`config.mk`:
```
export PLATFORM = sky130hd
export DESIGN_NAME = i2c_target_front
export DESIGN_NICKNAME = d
export VERILOG_FILES = /design/src/rtl/i2c_tgt_pkg.sv /design/src/rtl/i2c_tgt_sync.sv /design/src/rtl/i2c_tgt_cond.sv /design/src/rtl/i2c_tgt_engine.sv /design/src/rtl/i2c_target_front.sv
export SDC_FILE = /design/constraint.sdc
export NUM_CORES = 1
export LEC_CHECK = 0
export ABC_AREA = 1
export BUFFER_PORTS_ARGS = -buffer_cell sky130_fd_sc_hd__buf_2
export CAP_MARGIN = 20
export CORE_UTILIZATION = 50
export CTS_BUF_LIST = sky130_fd_sc_hd__clkbuf_8
export CTS_CLUSTER_SIZE = 20
export DETAILED_ROUTE_END_ITERATION = 6
export PLACE_DENSITY = 0.82
export SLEW_MARGIN = 10
export SYNTH_ARGS = -nofsm -noshare
export SYNTH_HDL_FRONTEND = slang
export SYNTH_SLANG_ARGS = --single-unit
```
`constraint.sdc`:
```
create_clock -name clk -period 1.94 [get_ports clk]
set_input_delay 0.097 -clock clk [delete_from_list [all_inputs] [get_ports clk]]
set_output_delay 0.097 -clock clk [all_outputs]
set_load 0.05 [all_outputs]
```
`src/rtl/i2c_tgt_pkg.sv`:
```
package i2c_tgt_pkg;

   typedef enum logic [3:0] {
      ST_IDLE,
      ST_ADDR,
      ST_ACK_WAIT,
      ST_ACK,
      ST_WR,
      ST_RD,
      ST_RD_ACK,
      ST_RD_LOAD,
      ST_HALT
   } tgt_state_t;

   typedef struct packed {
      logic scl;
      logic sda;
      logic scl_rise;
      logic scl_fall;
      logic start;
      logic stop;
   } bus_evt_t;

endpackage

```
`src/rtl/i2c_tgt_sync.sv`:
```
module i2c_tgt_sync #(
   parameter int WIDTH  = 2,
   parameter int STAGES = 2
) (
   input  logic             clk,
   input  logic             rst_n,
   input  logic [WIDTH-1:0] din,
   output logic [WIDTH-1:0] dout
);

   logic [WIDTH-1:0] chain [STAGES];

   for (genvar g = 0; g < STAGES; g++) begin : g_stage
      if (g == 0) begin : g_first
         always_ff @(posedge clk or negedge rst_n) begin
            if (!rst_n) chain[g] <= '1;
            else        chain[g] <= din;
         end
      end else begin : g_next
         always_ff @(posedge clk or negedge rst_n) begin
            if (!rst_n) chain[g] <= '1;
            else        chain[g] <= chain[g-1];
         end
      end
   end

   assign dout = chain[STAGES-1];

endmodule

```
`src/rtl/i2c_tgt_cond.sv`:
```
module i2c_tgt_cond
   import i2c_tgt_pkg::*;
(
   input  logic     clk,
   input  logic     rst_n,
   input  logic     scl_s,
   input  logic     sda_s,
   output bus_evt_t evt
);

   logic scl_q;
   logic sda_q;

   always_ff @(posedge clk or negedge rst_n) begin
      if (!rst_n) begin
         scl_q <= 1'b1;
         sda_q <= 1'b1;
      end else begin
         scl_q <= scl_s;
         sda_q <= sda_s;
      end
   end

   always_comb begin
      evt.scl      = scl_s;
      evt.sda      = sda_s;
      evt.scl_rise = scl_s & ~scl_q;
      evt.scl_fall = ~scl_s & scl_q;
      evt.start    = scl_s & scl_q & sda_q & ~sda_s;
      evt.stop     = scl_s & scl_q & ~sda_q & sda_s;
   end

endmodule

```
`src/rtl/i2c_tgt_engine.sv`:
```
module i2c_tgt_engine
   import i2c_tgt_pkg::*;
#(
   parameter int                  PREFIX_W    = 4,
   parameter logic [PREFIX_W-1:0] ADDR_PREFIX = 4'b0100,
   parameter int                  STRAP_W     = 3,
   parameter int                  DATA_W      = 8
) (
   input  logic               clk,
   input  logic               rst_n,
   input  bus_evt_t           evt,
   input  logic [STRAP_W-1:0] strap_i,
   output logic               sda_drive_o,
   output logic               wr_valid_o,
   output logic [DATA_W-1:0]  wr_data_o,
   output logic               rd_req_o,
   input  logic [DATA_W-1:0]  rd_data_i
);

   localparam int ADDR_W = PREFIX_W + STRAP_W;
   localparam int CNT_W  = $clog2(DATA_W + 1);
   localparam logic [CNT_W-1:0] LAST_BIT = CNT_W'(DATA_W - 1);
   localparam logic [CNT_W-1:0] FULL     = CNT_W'(DATA_W);

   tgt_state_t        state;
   logic [DATA_W-1:0] sh;
   logic [CNT_W-1:0]  cnt;
   logic              rw;
   logic              addr_hit;

   assign addr_hit = (sh[ADDR_W-1:0] == {ADDR_PREFIX, strap_i});

   always_ff @(posedge clk or negedge rst_n) begin
      if (!rst_n) begin
         state       <= ST_IDLE;
         sh          <= '0;
         cnt         <= '0;
         rw          <= 1'b0;
         sda_drive_o <= 1'b0;
         wr_valid_o  <= 1'b0;
         wr_data_o   <= '0;
         rd_req_o    <= 1'b0;
      end else begin
         wr_valid_o <= 1'b0;
         rd_req_o   <= 1'b0;
         if (evt.stop) begin
            state       <= ST_IDLE;
            sda_drive_o <= 1'b0;
         end else if (evt.start && state != ST_HALT) begin
            state       <= ST_ADDR;
            cnt         <= '0;
            sda_drive_o <= 1'b0;
         end else begin
            unique case (state)
               ST_ADDR: if (evt.scl_rise) begin
                  if (cnt == LAST_BIT) begin
                     rw    <= evt.sda;
                     cnt   <= '0;
                     state <= addr_hit ? ST_ACK_WAIT : ST_IDLE;
                  end else begin
                     sh  <= {sh[DATA_W-2:0], evt.sda};
                     cnt <= cnt + 1'b1;
                  end
               end
               ST_ACK_WAIT: if (evt.scl_fall) begin
                  sda_drive_o <= 1'b1;
                  rd_req_o    <= rw;
                  state       <= ST_ACK;
               end
               ST_ACK: if (evt.scl_fall) begin
                  cnt <= '0;
                  if (rw) begin
                     sda_drive_o <= ~sh[DATA_W-1];
                     state       <= ST_RD;
                  end else begin
                     sda_drive_o <= 1'b0;
                     state       <= ST_WR;
                  end
               end
               ST_WR: if (evt.scl_rise) begin
                  sh <= {sh[DATA_W-2:0], evt.sda};
                  if (cnt == LAST_BIT) begin
                     wr_data_o  <= {sh[DATA_W-2:0], evt.sda};
                     wr_valid_o <= 1'b1;
                     state      <= ST_ACK_WAIT;
                  end else begin
                     cnt <= cnt + 1'b1;
                  end
               end
               ST_RD: begin
                  if (evt.scl_rise) cnt <= cnt + 1'b1;
                  if (evt.scl_fall) begin
                     if (cnt == FULL) begin
                        sda_drive_o <= 1'b0;
                        state       <= ST_RD_ACK;
                     end else begin
                        sh          <= sh << 1;
                        sda_drive_o <= ~sh[DATA_W-2];
                     end
                  end
               end
               ST_RD_ACK: if (evt.scl_rise) begin
                  if (!evt.sda) begin
                     rd_req_o <= 1'b1;
                     state    <= ST_RD_LOAD;
                  end else begin
                     state    <= ST_HALT;
                  end
               end
               ST_RD_LOAD: if (evt.scl_fall) begin
                  sda_drive_o <= ~sh[DATA_W-1];
                  cnt         <= '0;
                  state       <= ST_RD;
               end
               default: ;
            endcase
         end
         if (rd_req_o) sh <= rd_data_i;
      end
   end

   logic fall_w;
   logic scl_w;
   logic start_w;
   logic stop_w;
   assign fall_w  = evt.scl_fall;
   assign scl_w   = evt.scl;
   assign start_w = evt.start;
   assign stop_w  = evt.stop;


   ack_after_fall_chk: assert property (@(posedge clk) disable iff (!rst_n)
      $rose(sda_drive_o) |-> $past(fall_w));

   drive_hold_high_chk: assert property (@(posedge clk) disable iff (!rst_n)
      ($past(scl_w) && !$past(start_w) && !$past(stop_w)) |-> $stable(sda_drive_o));

   stop_release_chk: assert property (@(posedge clk) disable iff (!rst_n)
      stop_w |=> !sda_drive_o);

   start_release_chk: assert property (@(posedge clk) disable iff (!rst_n)
      start_w |=> !sda_drive_o);

   wr_pulse_chk: assert property (@(posedge clk) disable iff (!rst_n)
      wr_valid_o |=> !wr_valid_o);

   rd_pulse_chk: assert property (@(posedge clk) disable iff (!rst_n)
      rd_req_o |=> !rd_req_o);

endmodule

```
`src/rtl/i2c_target_front.sv`:
```
module i2c_target_front
   import i2c_tgt_pkg::*;
#(
   parameter int                  SYNC_STAGES = 2,
   parameter int                  PREFIX_W    = 4,
   parameter logic [PREFIX_W-1:0] ADDR_PREFIX = 4'b0100,
   parameter int                  STRAP_W     = 3,
   parameter int                  DATA_W      = 8
) (
   input  logic               clk,
   input  logic               rst_n,
   input  logic               scl_i,
   input  logic               sda_i,
   input  logic [STRAP_W-1:0] strap_i,
   output logic               sda_drive_o,
   output logic               wr_valid_o,
   output logic [DATA_W-1:0]  wr_data_o,
   output logic               rd_req_o,
   input  logic [DATA_W-1:0]  rd_data_i
);

   localparam int ADDR_W = PREFIX_W + STRAP_W;

   if (ADDR_W != 7) begin : g_bad_addr_w
      $error("target address must total seven bits");
   end
   if (DATA_W != ADDR_W + 1) begin : g_bad_data_w
      $error("byte width must be address width plus direction bit");
   end
   if (SYNC_STAGES < 2) begin : g_bad_sync
      $error("at least two synchroniser stages are required");
   end

   logic [1:0] line_s;
   bus_evt_t   evt;

   i2c_tgt_sync #(
      .WIDTH  (2),
      .STAGES (SYNC_STAGES)
   ) i_sync (
      .clk  (clk),
      .rst_n(rst_n),
      .din  ({scl_i, sda_i}),
      .dout (line_s)
   );

   i2c_tgt_cond i_cond (
      .clk  (clk),
      .rst_n(rst_n),
      .scl_s(line_s[1]),
      .sda_s(line_s[0]),
      .evt  (evt)
   );

   i2c_tgt_engine #(
      .PREFIX_W   (PREFIX_W),
      .ADDR_PREFIX(ADDR_PREFIX),
      .STRAP_W    (STRAP_W),
      .DATA_W     (DATA_W)
   ) i_engine (
      .clk        (clk),
      .rst_n      (rst_n),
      .evt        (evt),
      .strap_i    (strap_i),
      .sda_drive_o(sda_drive_o),
      .wr_valid_o (wr_valid_o),
      .wr_data_o  (wr_data_o),
      .rd_req_o   (rd_req_o),
      .rd_data_i  (rd_data_i)
   );

endmodule

```
==> results.ini <==
[clocking]
cts_tree = done
cts-buffers-inserted = 5
ctsRootBufferMaster = clkbuf_8
clock-sinks = 34
cts_setup_buffers = 0
htree_levels = 2
cts_buffer_depth = 2
clock_latency_ns = 0.29
clk_pin_slew_worst_paths_ns = 0.07

[sta]
slew_violations = 0
finClkSkew_ns = 0.005348
finalSetupViolations = 0
hold_viol_final = 0
worst_pin_slew_ns = 0.7382
timing.fmax_mhz = 588.9
finalSetupTns_ns = 0
fin_crit_sh_pct = 87.52
fin_crit_ns = 1.698
slew_headroom_pct = 50.79
rsz0062_at_grt = false

[final_layout]
final_common_cell = nand2_1
area_growth_pct = 14.57
fin_nets = 305
final_util_pct = 60.91
antenna_cells = 0
layout_common_cells = nand2_1, nand3_1, dfrtp_1
drive_gt1_share_pct = 24.91

[critical_path]
critPathSlowestCell = dfrtp_1
cp_common_cell = nand2_1
cp-end-kind = flop
ff2ff_setup_slack_ns = 0.24
required_ns = 2.11
critical_path_class = reg -> reg
path_cells = ha_1, nand2_1, nor2_4, o21ai_1, nand2_2, nor2_8, inv_4, nand3_1, nand2_1
cp.arrival_ns = 1.87
critPathBufInv = 1
startpoint_type = flop
cp_top_family = simple AND/OR/NAND/NOR gates
critPathMaxStageDelay_ns = 0.46
critPathMaxFanout = 9

[floorplan]
die_h_um = 64.86
num_io_pins = 26
die_area_um2 = 4207
core_um2 = 3716
die_x_um = 64.86
rows = 22
start_util_pct = 53.16

[global_routing]
grt_start_max_net_pins = 35
first_global_vias = 1600
grt_usage_pct = 23.02
grt_pass1_wl_mm = 7.265
antenna_found_initial = 0
grt_overflow = 0

[yosys]
syn-num-nets = 273
netlist_area_um2 = 1976
syn_area_per_cell_um2 = 7.717
yosysSeqAreaShare_pct = 43.45
ys_ff_latch = 34
ys_top_cells_by_area = dfrtp_1, nand2_1, dfstp_2, nand3_1, inv_1
yosysTopAreaCell = dfrtp_1
yosysUniqueCellTypes = 31
ys.warnings.count = 0
postSynthCellCount = 256
synth_top_area_share_pct = 35.47

[drt]
wl_met3_um = 234
dr_total_vias = 1736
drcViolationCount = 0
wl_per_cell_um = 12.13
vias_per_cell = 5.151
first_pass_iters = 5
wl_met2_mm = 1.808
detail-route-antenna-nets = 0
drt-initial-drc-count = 127
wl_met1_mm = 1.984
top_layer_used = met4
routed_wirelength_mm = 4.089

[hold_path]
hold_class = in -> reg

[power]
leakagePower_nw = 1.147
power_density_nw_per_um2 = 1029
vdd_drop_max_v = 0.0006698

[job]
drv_cap = 0

[outcome]
status = complete, no violations

[placed_design]
gp_congestion = 0.9628
port_buffers = 25
dp_hpwl_mm = 3.035

-- registers in the layout, indices dropped and copies added, names as in the netlist --
name / cells
i_engine.sh: 8
i_engine.wr_data_o: 8
i_engine.cnt: 4
i_engine.state: 4
i_sync.chain: 2
i_sync.dout: 2
i_cond.scl_q: 1
i_cond.sda_q: 1
i_engine.rd_req_o: 1
i_engine.rw: 1
i_engine.sda_drive_o: 1
i_engine.wr_valid_o: 1
-- tightest hold or removal path, delay by kind of cell --
family	cells	cell delay, ns
and+or+nand+nor	2	0.12
buffers and inverters	1	0.07
-- power by group --
group | internal, mW | total, mW | switching [mW]
sequential | 0.844 | 1.01 | 0.162
clock | 0.281 | 0.537 | 0.256
combinational | 0.278 | 0.787 | 0.510
total | 1.40 | 2.33 | 0.928
-- cells by family after synthesis --
family                   count (synthesis)  share of synthesized area (%)
AO/OA/AOI/OAI                           37                          11.65
XOR/XNOR                                 1                         0.4434
adder cells (fa/ha/maj)                  2                          1.266
buffers and inverters                   36                          7.727
flip-flops                              34                          43.45
AND/OR/NAND/NOR                        146                          35.47
-- final cells by class --
type / count / area (um2)
clock inverter: 2 / 8.758
clock buffer: 6 / 82.58
multi-input combinational: 186 / 964.7
tap: 48 / 60.06
fill: 355 / 1453
timing repair buffer: 30 / 170.2
sequential: 34 / 858.3
inverter: 31 / 118.9
-- final timing paths --
check	to	from	cells after the start
worst max-delay path	i_engine.sh[6]$_DFFE_PN0P_	i_engine.cnt[0]$_DFFE_PN0P_	9
worst min-delay path	i_engine.sh[4]$_DFFE_PN0P_	rd_data_i[4]	3
worst max register to register	i_engine.sh[6]$_DFFE_PN0P_	i_engine.cnt[0]$_DFFE_PN0P_	9
worst min register to register	i_sync.dout[1]$_DFF_PN1_	i_sync.chain[3]$_DFF_PN1_	0
max in group asynchronous	i_engine.wr_data_o[0]$_DFFE_PN0P_	rst_n	2
min in group asynchronous	i_engine.state[1]$_DFFE_PN0P_	rst_n	2
-- synthesized netlist by cell type --
cell,number
o21ai_1,6
clkinv_1,2
a22oi_1,1
inv_2,5
dfrtp_1,28
buf_4,2
nor2_1,20
o21ai_2,9
o22ai_1,1
nor2_8,2
ha_1,2
o211ai_1,1
a21oi_1,2
xor2_1,1
nand2_2,7
inv_1,23
dfstp_2,6
o21bai_1,1
nor4_1,1
buf_6,1
nor2_4,4
nand3_2,1
o21ai_0,15
clkbuf_1,2
nand4_1,7
nand3_1,29
nand2_1,70
nor2_2,3
nor3_1,2
a21boi_1,1
inv_4,1
-- metrics by stage --
| stage | area (um2) | hold WS (ns) | setup slack, ns | total power, mW | instances |
|---|---|---|---|---|---|
| global route | 2263 | 0.04098 | 0.04229 | 2.523 | 337 |
| detailed placement | 2142 | 0.2033 | 0.2616 | 1.792 | 326 |
| global placement | 2142 | 0.1963 | 0.3200 | 1.765 | 326 |
| CTS | 2263 | 0.02367 | 0.2434 | 2.333 | 337 |
| finish | 2263 | 0.02353 | 0.2420 | 2.330 | 337 |
| floorplan | 1976 | -0.1986 | 0.4050 | 1.615 | 256 |
-- per-layer routing --
layer | global-route usage, % | up-vias
li1 | - | 898
met1 | 31.80 | 781
met2 | 35.03 | 49
met3 | 5.810 | 8
met4 | 7.500 | 0
met5 | 0 | -
-- what timing repair did --
| item | CTS | global route |
|---|---|---|
| hold endpoints to repair | 30 | 0 |
| resized for setup | 0 | 0 |
| hold buffers | 3 | 0 |
| endpoints found under the setup margin | 0 | 0 |
Power figures use the tool's default switching activity.
